==> src/rtl/vcfg_pkg.sv <==
package vcfg_pkg;

  localparam int NTYPE = 9;
  localparam int CW    = 4;

  // datatype index order: X8 X16 F16 X32 F32 X64 F64 X128 F128
  function automatic logic [CW-1:0] type_code(input int idx);
    logic [CW-1:0] c;
    case (idx)
      0:       c = 4'b1000;
      1:       c = 4'b1001;
      2:       c = 4'b0001;
      3:       c = 4'b1010;
      4:       c = 4'b0010;
      5:       c = 4'b1011;
      6:       c = 4'b0011;
      7:       c = 4'b1100;
      8:       c = 4'b0100;
      default: c = 4'b0000;
    endcase
    return c;
  endfunction

  function automatic logic [CW-1:0] width_code(input int idx);
    logic [CW-1:0] c;
    case (idx)
      0:       c = 4'b1000;
      1, 2:    c = 4'b1001;
      3, 4:    c = 4'b1010;
      5, 6:    c = 4'b1011;
      7, 8:    c = 4'b1100;
      default: c = 4'b0000;
    endcase
    return c;
  endfunction

endpackage

==> src/rtl/vcfg_check.sv <==
module vcfg_check
  import vcfg_pkg::*;
#(
  parameter int             FW      = 5,
  parameter logic [NTYPE-1:0] SUPPORT = 9'h0FF
) (
  input  logic [NTYPE*FW-1:0] word,
  output logic                legal,
  output logic                any_set
);

  always_comb begin
    logic [FW-1:0] hi;
    logic [FW-1:0] f;
    logic          seen;
    legal = 1'b1;
    seen  = 1'b0;
    hi    = '0;
    for (int i = 0; i < NTYPE; i++) begin
      f = word[i*FW +: FW];
      if (f != '0) begin
        if (!SUPPORT[i]) legal = 1'b0;
        if (seen && (f <= hi)) legal = 1'b0;
        seen = 1'b1;
        hi   = f;
      end
    end
    any_set = seen;
  end

endmodule

==> src/rtl/vcfg_map.sv <==
module vcfg_map
  import vcfg_pkg::*;
#(
  parameter int REGS = 32,
  parameter int FW   = 5
) (
  input  logic [NTYPE*FW-1:0] word,
  output logic [REGS*CW-1:0]  map_width,
  output logic [REGS*CW-1:0]  map_type
);

  for (genvar r = 0; r < REGS; r++) begin : g_reg
    always_comb begin
      logic [FW-1:0] f;
      logic          found;
      found = 1'b0;
      map_width[r*CW +: CW] = '0;
      map_type[r*CW +: CW]  = '0;
      for (int i = 0; i < NTYPE; i++) begin
        f = word[i*FW +: FW];
        if (!found && (f != '0) && (int'(f) >= r)) begin
          map_width[r*CW +: CW] = width_code(i);
          map_type[r*CW +: CW]  = type_code(i);
          found = 1'b1;
        end
      end
    end
  end

endmodule

==> src/rtl/vcfg_seq.sv <==
module vcfg_seq
  import vcfg_pkg::*;
#(
  parameter int REGS = 32,
  parameter int MVLW = 16
) (
  input  logic               clk,
  input  logic               rst_n,
  input  logic               req_valid,
  input  logic               legal,
  input  logic               any_set,
  input  logic [REGS*CW-1:0] map_width,
  input  logic [REGS*CW-1:0] map_type,
  input  logic               vop_valid,
  input  logic [MVLW-1:0]    mvl_in,
  output logic [REGS*CW-1:0] width_q,
  output logic [REGS*CW-1:0] type_q,
  output logic               we_q,
  output logic               apply_q,
  output logic               ill_q,
  output logic               cfg_q,
  output logic               trap_q,
  output logic [MVLW-1:0]    mvl_q
);

  logic rst_meta, rst_s;
  always_ff @(posedge clk or negedge rst_n) begin
    if (!rst_n) begin
      rst_meta <= 1'b0;
      rst_s    <= 1'b0;
    end else begin
      rst_meta <= 1'b1;
      rst_s    <= rst_meta;
    end
  end

  logic               commit, reject;
  logic               cfg_d, we_d, apply_d, ill_d, trap_d;
  logic               mvl_en;
  logic [MVLW-1:0]    mvl_d;

  always_comb begin
    commit  = req_valid & legal;
    reject  = req_valid & ~legal;
    cfg_d   = any_set;
    we_d    = commit;
    ill_d   = reject;
    apply_d = we_q;
    trap_d  = vop_valid & ~cfg_q;
    mvl_en  = we_q;
    mvl_d   = cfg_q ? mvl_in : '0;
  end

  always_ff @(posedge clk or negedge rst_s) begin
    if (!rst_s) begin
      width_q <= '0;
      type_q  <= '0;
      cfg_q   <= 1'b0;
    end else if (commit) begin
      width_q <= map_width;
      type_q  <= map_type;
      cfg_q   <= cfg_d;
    end
  end

  always_ff @(posedge clk or negedge rst_s) begin
    if (!rst_s) begin
      mvl_q <= '0;
    end else if (mvl_en) begin
      mvl_q <= mvl_d;
    end
  end

  always_ff @(posedge clk or negedge rst_s) begin
    if (!rst_s) begin
      we_q    <= 1'b0;
      apply_q <= 1'b0;
      ill_q   <= 1'b0;
      trap_q  <= 1'b0;
    end else begin
      we_q    <= we_d;
      apply_q <= apply_d;
      ill_q   <= ill_d;
      trap_q  <= trap_d;
    end
  end


  reject_hold_chk: assert property (@(posedge clk) disable iff (!rst_s)
    ill_q |-> ($stable(width_q) && $stable(type_q) && $stable(cfg_q)));


  write_or_reject_chk: assert property (@(posedge clk) disable iff (!rst_s)
    $onehot0({we_q, ill_q}));


  apply_follows_write_chk: assert property (@(posedge clk) disable iff (!rst_s)
    we_q |=> apply_q);


  unconf_mvl_chk: assert property (@(posedge clk) disable iff (!rst_s)
    (apply_q && !cfg_q) |-> (mvl_q == '0));


  disabled_pair_chk: assert property (@(posedge clk) disable iff (!rst_s)
    !cfg_q |-> ((width_q == '0) && (type_q == '0)));

endmodule

==> src/rtl/vcfg_decode.sv <==
module vcfg_decode
  import vcfg_pkg::*;
#(
  parameter int               REGS    = 32,
  parameter int               MVLW    = 16,
  parameter logic [NTYPE-1:0] SUPPORT = 9'h0FF
) (
  input  logic                            clk,
  input  logic                            rst_n,
  input  logic                            req_valid,
  input  logic                            req_imm,
  input  logic [NTYPE*$clog2(REGS)-1:0]   req_word,
  input  logic [$clog2(REGS)-1:0]         req_imm_val,
  input  logic                            vop_valid,
  input  logic [MVLW-1:0]                 mvl_in,
  output logic                            bank_we,
  output logic [REGS*CW-1:0]              bank_width,
  output logic [REGS*CW-1:0]              bank_type,
  output logic                            npred_we,
  output logic [3:0]                      npred_val,
  output logic                            clr_pulse,
  output logic                            vl_load,
  output logic [MVLW-1:0]                 vl_val,
  output logic                            configured,
  output logic                            illegal,
  output logic                            vop_trap
);

  localparam int FW = $clog2(REGS);
  localparam int WW = NTYPE * FW;

  logic [WW-1:0]      word;
  logic               legal, any_set;
  logic [REGS*CW-1:0] map_width, map_type;

  always_comb begin
    word = req_imm ? {{(WW-FW){1'b0}}, req_imm_val} : req_word;
  end

  vcfg_check #(.FW(FW), .SUPPORT(SUPPORT)) u_check (
    .word    (word),
    .legal   (legal),
    .any_set (any_set)
  );

  vcfg_map #(.REGS(REGS), .FW(FW)) u_map (
    .word      (word),
    .map_width (map_width),
    .map_type  (map_type)
  );

  logic we_q, apply_q;

  vcfg_seq #(.REGS(REGS), .MVLW(MVLW)) u_seq (
    .clk       (clk),
    .rst_n     (rst_n),
    .req_valid (req_valid),
    .legal     (legal),
    .any_set   (any_set),
    .map_width (map_width),
    .map_type  (map_type),
    .vop_valid (vop_valid),
    .mvl_in    (mvl_in),
    .width_q   (bank_width),
    .type_q    (bank_type),
    .we_q      (we_q),
    .apply_q   (apply_q),
    .ill_q     (illegal),
    .cfg_q     (configured),
    .trap_q    (vop_trap),
    .mvl_q     (vl_val)
  );

  always_comb begin
    bank_we   = we_q;
    npred_we  = we_q;
    npred_val = 4'd0;
    clr_pulse = apply_q;
    vl_load   = apply_q;
  end

endmodule

==> config.mk <==
export PLATFORM = sky130hd
export DESIGN_NAME = vcfg_decode
export DESIGN_NICKNAME = d
export VERILOG_FILES = /design/src/rtl/vcfg_pkg.sv /design/src/rtl/vcfg_check.sv /design/src/rtl/vcfg_map.sv /design/src/rtl/vcfg_seq.sv /design/src/rtl/vcfg_decode.sv
export SDC_FILE = /design/constraint.sdc
export NUM_CORES = 1
export LEC_CHECK = 0
export ABC_CLOCK_PERIOD_IN_PS = 6150
export BUFFER_PORTS_ARGS = -buffer_cell sky130_fd_sc_hd__buf_2
export CORE_ASPECT_RATIO = 0.75
export CORE_MARGIN = 2
export CORE_UTILIZATION = 30
export DETAILED_ROUTE_END_ITERATION = 8
export GPL_TIMING_DRIVEN = 1
export PLACE_DENSITY = 0.51
export SLEW_MARGIN = 5
export SYNTH_ARGS = -nofsm -noshare
export SYNTH_HDL_FRONTEND = slang
export SYNTH_SLANG_ARGS = --single-unit
==> constraint.sdc <==
create_clock -name clk -period 6.15 [get_ports clk]
set_clock_uncertainty 0.15 [all_clocks]
set_input_delay 0.615 -clock clk [delete_from_list [all_inputs] [get_ports clk]]
set_output_delay 0.615 -clock clk [all_outputs]
set_load 0.02 [all_outputs]
==> results by group <==
Worst setup path
  • Worst r2r dst: u_seq.type_q[19]$_DFFE_PN0P_
  • Crit-path max FO: 25
  • Worst Setup End Kind: flop
  • Slowest-stage cell, CP: mux2_2
  • Worst path cell trace: buf_4 > mux2_2 > inv_1 > o21ai_0 > a21oi_1 > o21ai_0 > a21oi_1 > o21ai_0 > a21oi_1 > ha_1 > mux2i_1 > a21oi_1 > nor2_1 > a221oi_1 > and4_1 > and3_4 > buf_12 > buf_12 > mux2_2
  • Worst reg2reg path depth: 1
  • Reg-to-reg startpoint: u_seq.rst_s$_DFF_PN0_
  • Data arrival, critical path: 5.18 ns
  • R2R Setup Slk: approximately 4.4 ns
  • Setup CP Type: input port to flop
  • CP peak stage delay: 0.50 ns
  • Most used cell, CP: a21oi_1
  • CP required: around 6.4 ns
  • Type of origin of the critical path: input port

Logic synthesis
  • Post-synthesis mux area share: ~14%
  • EDFF count, synth: 0
  • Largest family of logic cells by synthesized area: simple AND/OR/NAND/NOR gates
  • Simple-Gate Fraction of Synth Area: a little under a fifth
  • Post-Synth Adder-Cell Area: under 10%
  • Synth async-reset ratio: between 90% and 100%
  • Synthesized area: roughly 14,000 um^2
  • Synth Area in Compound Gates: a little under a fifth
  • Seq/Total Area, Yosys: between 30% and 40%
  • Syn Inst Count: between 1,500 and 2,000
  • Post-synth cell types: 73
  • Ys flop type: dfrtp_1
  • Synth Warn #: 0
  • Synth Area in XOR/XNOR: 0%
  • Synth Area per Inst: roughly 8.4 um^2
  • #FFs+latches synth: roughly 180

Final layout
  • Commonest cells after routing, fill and taps aside: buf_2, dfrtp_1, nor2_1
  • Final non-filler cell area: approximately 16,000 um^2
  • Area grow syn2layout: 16.69%
  • Fin util: a little over a third
  • Most flop-heavy register: u_seq.type_q
  • Net total in the final layout: roughly 2,000
  • Layout filler cell count: about 4,800
  • Number of flip-flops in the largest register: 102
  • Commonest non-fill, non-tap cell in the layout: buf_2
  • Fraction of final layout cells sized beyond drive strength 1: slightly above 30%
  • Top Registers: u_seq.type_q x102, u_seq.width_q x58, u_seq.mvl_q x16

Run
  • Max cap viols: 0

Power and ir drop
  • Leak Pwr: 0.008074 uW
  • Clk pwr share: around 25%
  • VDD IR-drop max: between 0.2 and 0.25 mV
  • Combinational share of power: between 30% and 40%
  • Internal Power: 2715 uW
  • Net Sw Power: 1867 uW
  • PD cells: about 280 nW/um^2
  • Sw Share: about 41%
  • Sequential power share: around 36%

Placement
  • Hpwl dp: about 53,000 um
  • Routability cong.: ~1.1
  • Post-placement cell area: around 16,000 um^2
  • Port bufs: 349

GRT
  • GR Util met1: roughly two fifths
  • Initial antenna violation count: 4
  • Vias in the first global route: around 13,000
  • Largest net degree at the start of global routing: 119
  • Gr busiest metal: met1
  • Met3 GRT Util: 7.262%
  • Total gr overflow: 0
  • GRT Total Usage: about a quarter
  • Met2 Use GR: a little under two fifths
  • First-pass GRT wire length: ~92,000 um

Floorplanning
  • Die Wd: 253.1 um
  • Initial Util: 30.38%
  • Top Ports: about 350
  • Die area: just under 50,000 um^2
  • # rows: 68
  • Core area: about 46,000 um^2
  • Die Y: approximately 190 um

Clocking
  • CTS tree: yes
  • H-tree lvl count: 4
  • Clock latency on the worst-skew pair: between 0.4 and 0.5 ns
  • Root Buffer Master: clkbuf_16
  • Worst-case clock buffer depth: 2
  • CTS buffer count: 17
  • CTS sink count: approximately 180
  • Post-cts gate resize count: 0
  • Clock Pin Slew Worst Setup and Hold Paths: 0.07 ns

Outcome
  • Outcome: completed

Timing
  • Min Tclk post-route: between 4 and 5 ns
  • Max-slew violations: 0
  • TNS Setup: 0 ns
  • RSZ-0062 raised after global routing: no
  • Fin crit share: roughly 81%
  • Setup violators final: 0
  • F_max: 201.3 MHz
  • Hold violation count in the final report: 0
  • Worst slew margin: approximately 19%
  • Worst slew pin tran: 1.202 ns

Worst hold path
  • Hold Crit Class: flop to flop
  • Hold Startpoint: u_seq.rst_meta$_DFF_PN0_
  • Hold Path Sink: u_seq.rst_s$_DFF_PN0_
  • Hold depth: 0

Route
  • Starting DRT DRC Count: about 1,700
  • Antenna Violating Nets Remaining: 0
  • Vias per std cell: about 5.6
  • DRT Wirelength: 65,010 um
  • Drt wl/cell: 26.05 um
  • Detailed-route via count: roughly 14,000
  • TritonRoute pass-1 iters: 6
  • DRC: 0
power by group through the flow:
stage	combinational [uW]	sequential [uW]	clock (uW)
floorplan	874	1950	0
global placement	1730	1680	0
detailed placement	1740	1680	0
CTS	1750	1660	1200
global route	1870	1700	1250
finish	1760	1660	1160
critical path: cells and delay by family:
kind	cells	cell delay, ns
AOI/OAI and AO/OA	8	1.65
buffers and inverters	4	1.00
muxes	3	0.98
and+or+nand+nor	3	0.61
adders and majority gates	1	0.26
per-layer routing:
layer	wire, um	share of wire, %
met1	29560	45
met2	26650	41
met3	7154	11
met4	1633	2.5
met5	11	0.017
logic make-up (layout without fill, tap and decap cells):
logic type,Yosys count,in the layout
mux,165,165
simple gates,539,539
fa+ha+maj,35,35
flops,183,183
compound gates,431,431
buf+inv,298,539
other cells,2,9
final cells by class:
cell class	instances	area, um^2	share of cell area [%]
antenna	4	10.01	0.06145
timing repair buffer	403	2257	13.86
multi-input combinational	1175	7691	47.22
tap	595	744.5	4.570
sequential	183	4583	28.14
inverter	104	390.4	2.396
clock buffer	19	442.9	2.719
clock inverter	13	170.2	1.045
per-stage QoR:
stage	total power, uW	setup WS (ns)	std cells	hold WS (ns)
after floorplan	2824	0.5231	1656	0.1694
after global placement	3410	0.8700	2459	0.1863
after detailed placement	3424	0.8240	2459	0.1897
after CTS	4613	1.329	2492	0.1853
after global routing	4819	0.8482	2492	0.2108
final	4582	1.181	2496	0.2031
cell usage after synthesis (7+ instances only):
library cell / instances / area, um^2
a211oi_1: 15 / 112.6
a21boi_0: 8 / 60.06
a21o_1: 16 / 120.1
a21oi_1: 143 / 715.7
a31oi_1: 21 / 131.4
and2_1: 8 / 50.05
and3_1: 9 / 56.30
buf_12: 7 / 140.1
buf_2: 18 / 90.09
buf_4: 112 / 840.8
clkbuf_1: 47 / 176.4
dfrtp_1: 183 / 4579
ha_1: 35 / 437.9
inv_1: 101 / 379.1
mux2_1: 7 / 78.83
mux2_2: 82 / 923.4
mux2_4: 46 / 690.7
mux2i_1: 30 / 300.3
nand2_1: 117 / 439.2
nand2b_1: 20 / 125.1
nand3_1: 46 / 230.2
nand4_1: 12 / 75.07
nor2_1: 167 / 626.9
nor2b_1: 37 / 231.5
nor3_1: 53 / 265.3
nor3b_1: 7 / 52.55
nor4_1: 15 / 93.84
o2111ai_1: 8 / 70.07
o211ai_1: 15 / 112.6
o21a_1: 9 / 67.56
o21ai_0: 121 / 605.6
o22ai_1: 19 / 118.9
o31ai_1: 9 / 67.56
or2_2: 11 / 68.82
or3_1: 11 / 68.82
worst max path at each step:
stage / startpoint / endpoint / depth (start not counted)
floorplan: u_seq.rst_s$_DFF_PN0_ / u_seq.apply_q$_DFF_PN0_ / 0
CTS: req_imm / u_seq.type_q[116]$_DFFE_PN0P_ / 19
global placement: req_imm / u_seq.type_q[56]$_DFFE_PN0P_ / 19
global route: req_imm / u_seq.type_q[57]$_DFFE_PN0P_ / 19
finish: req_imm / u_seq.type_q[116]$_DFFE_PN0P_ / 19
detailed placement: req_imm / u_seq.type_q[56]$_DFFE_PN0P_ / 19
repair_timing:
| action | CTS | global route |
|---|---|---|
| hold endpoints to repair | 2 | 0 |
| hold buffers | 1 | 0 |
| buffers inserted | 0 | 0 |
Power figures use the tool's default switching activity.
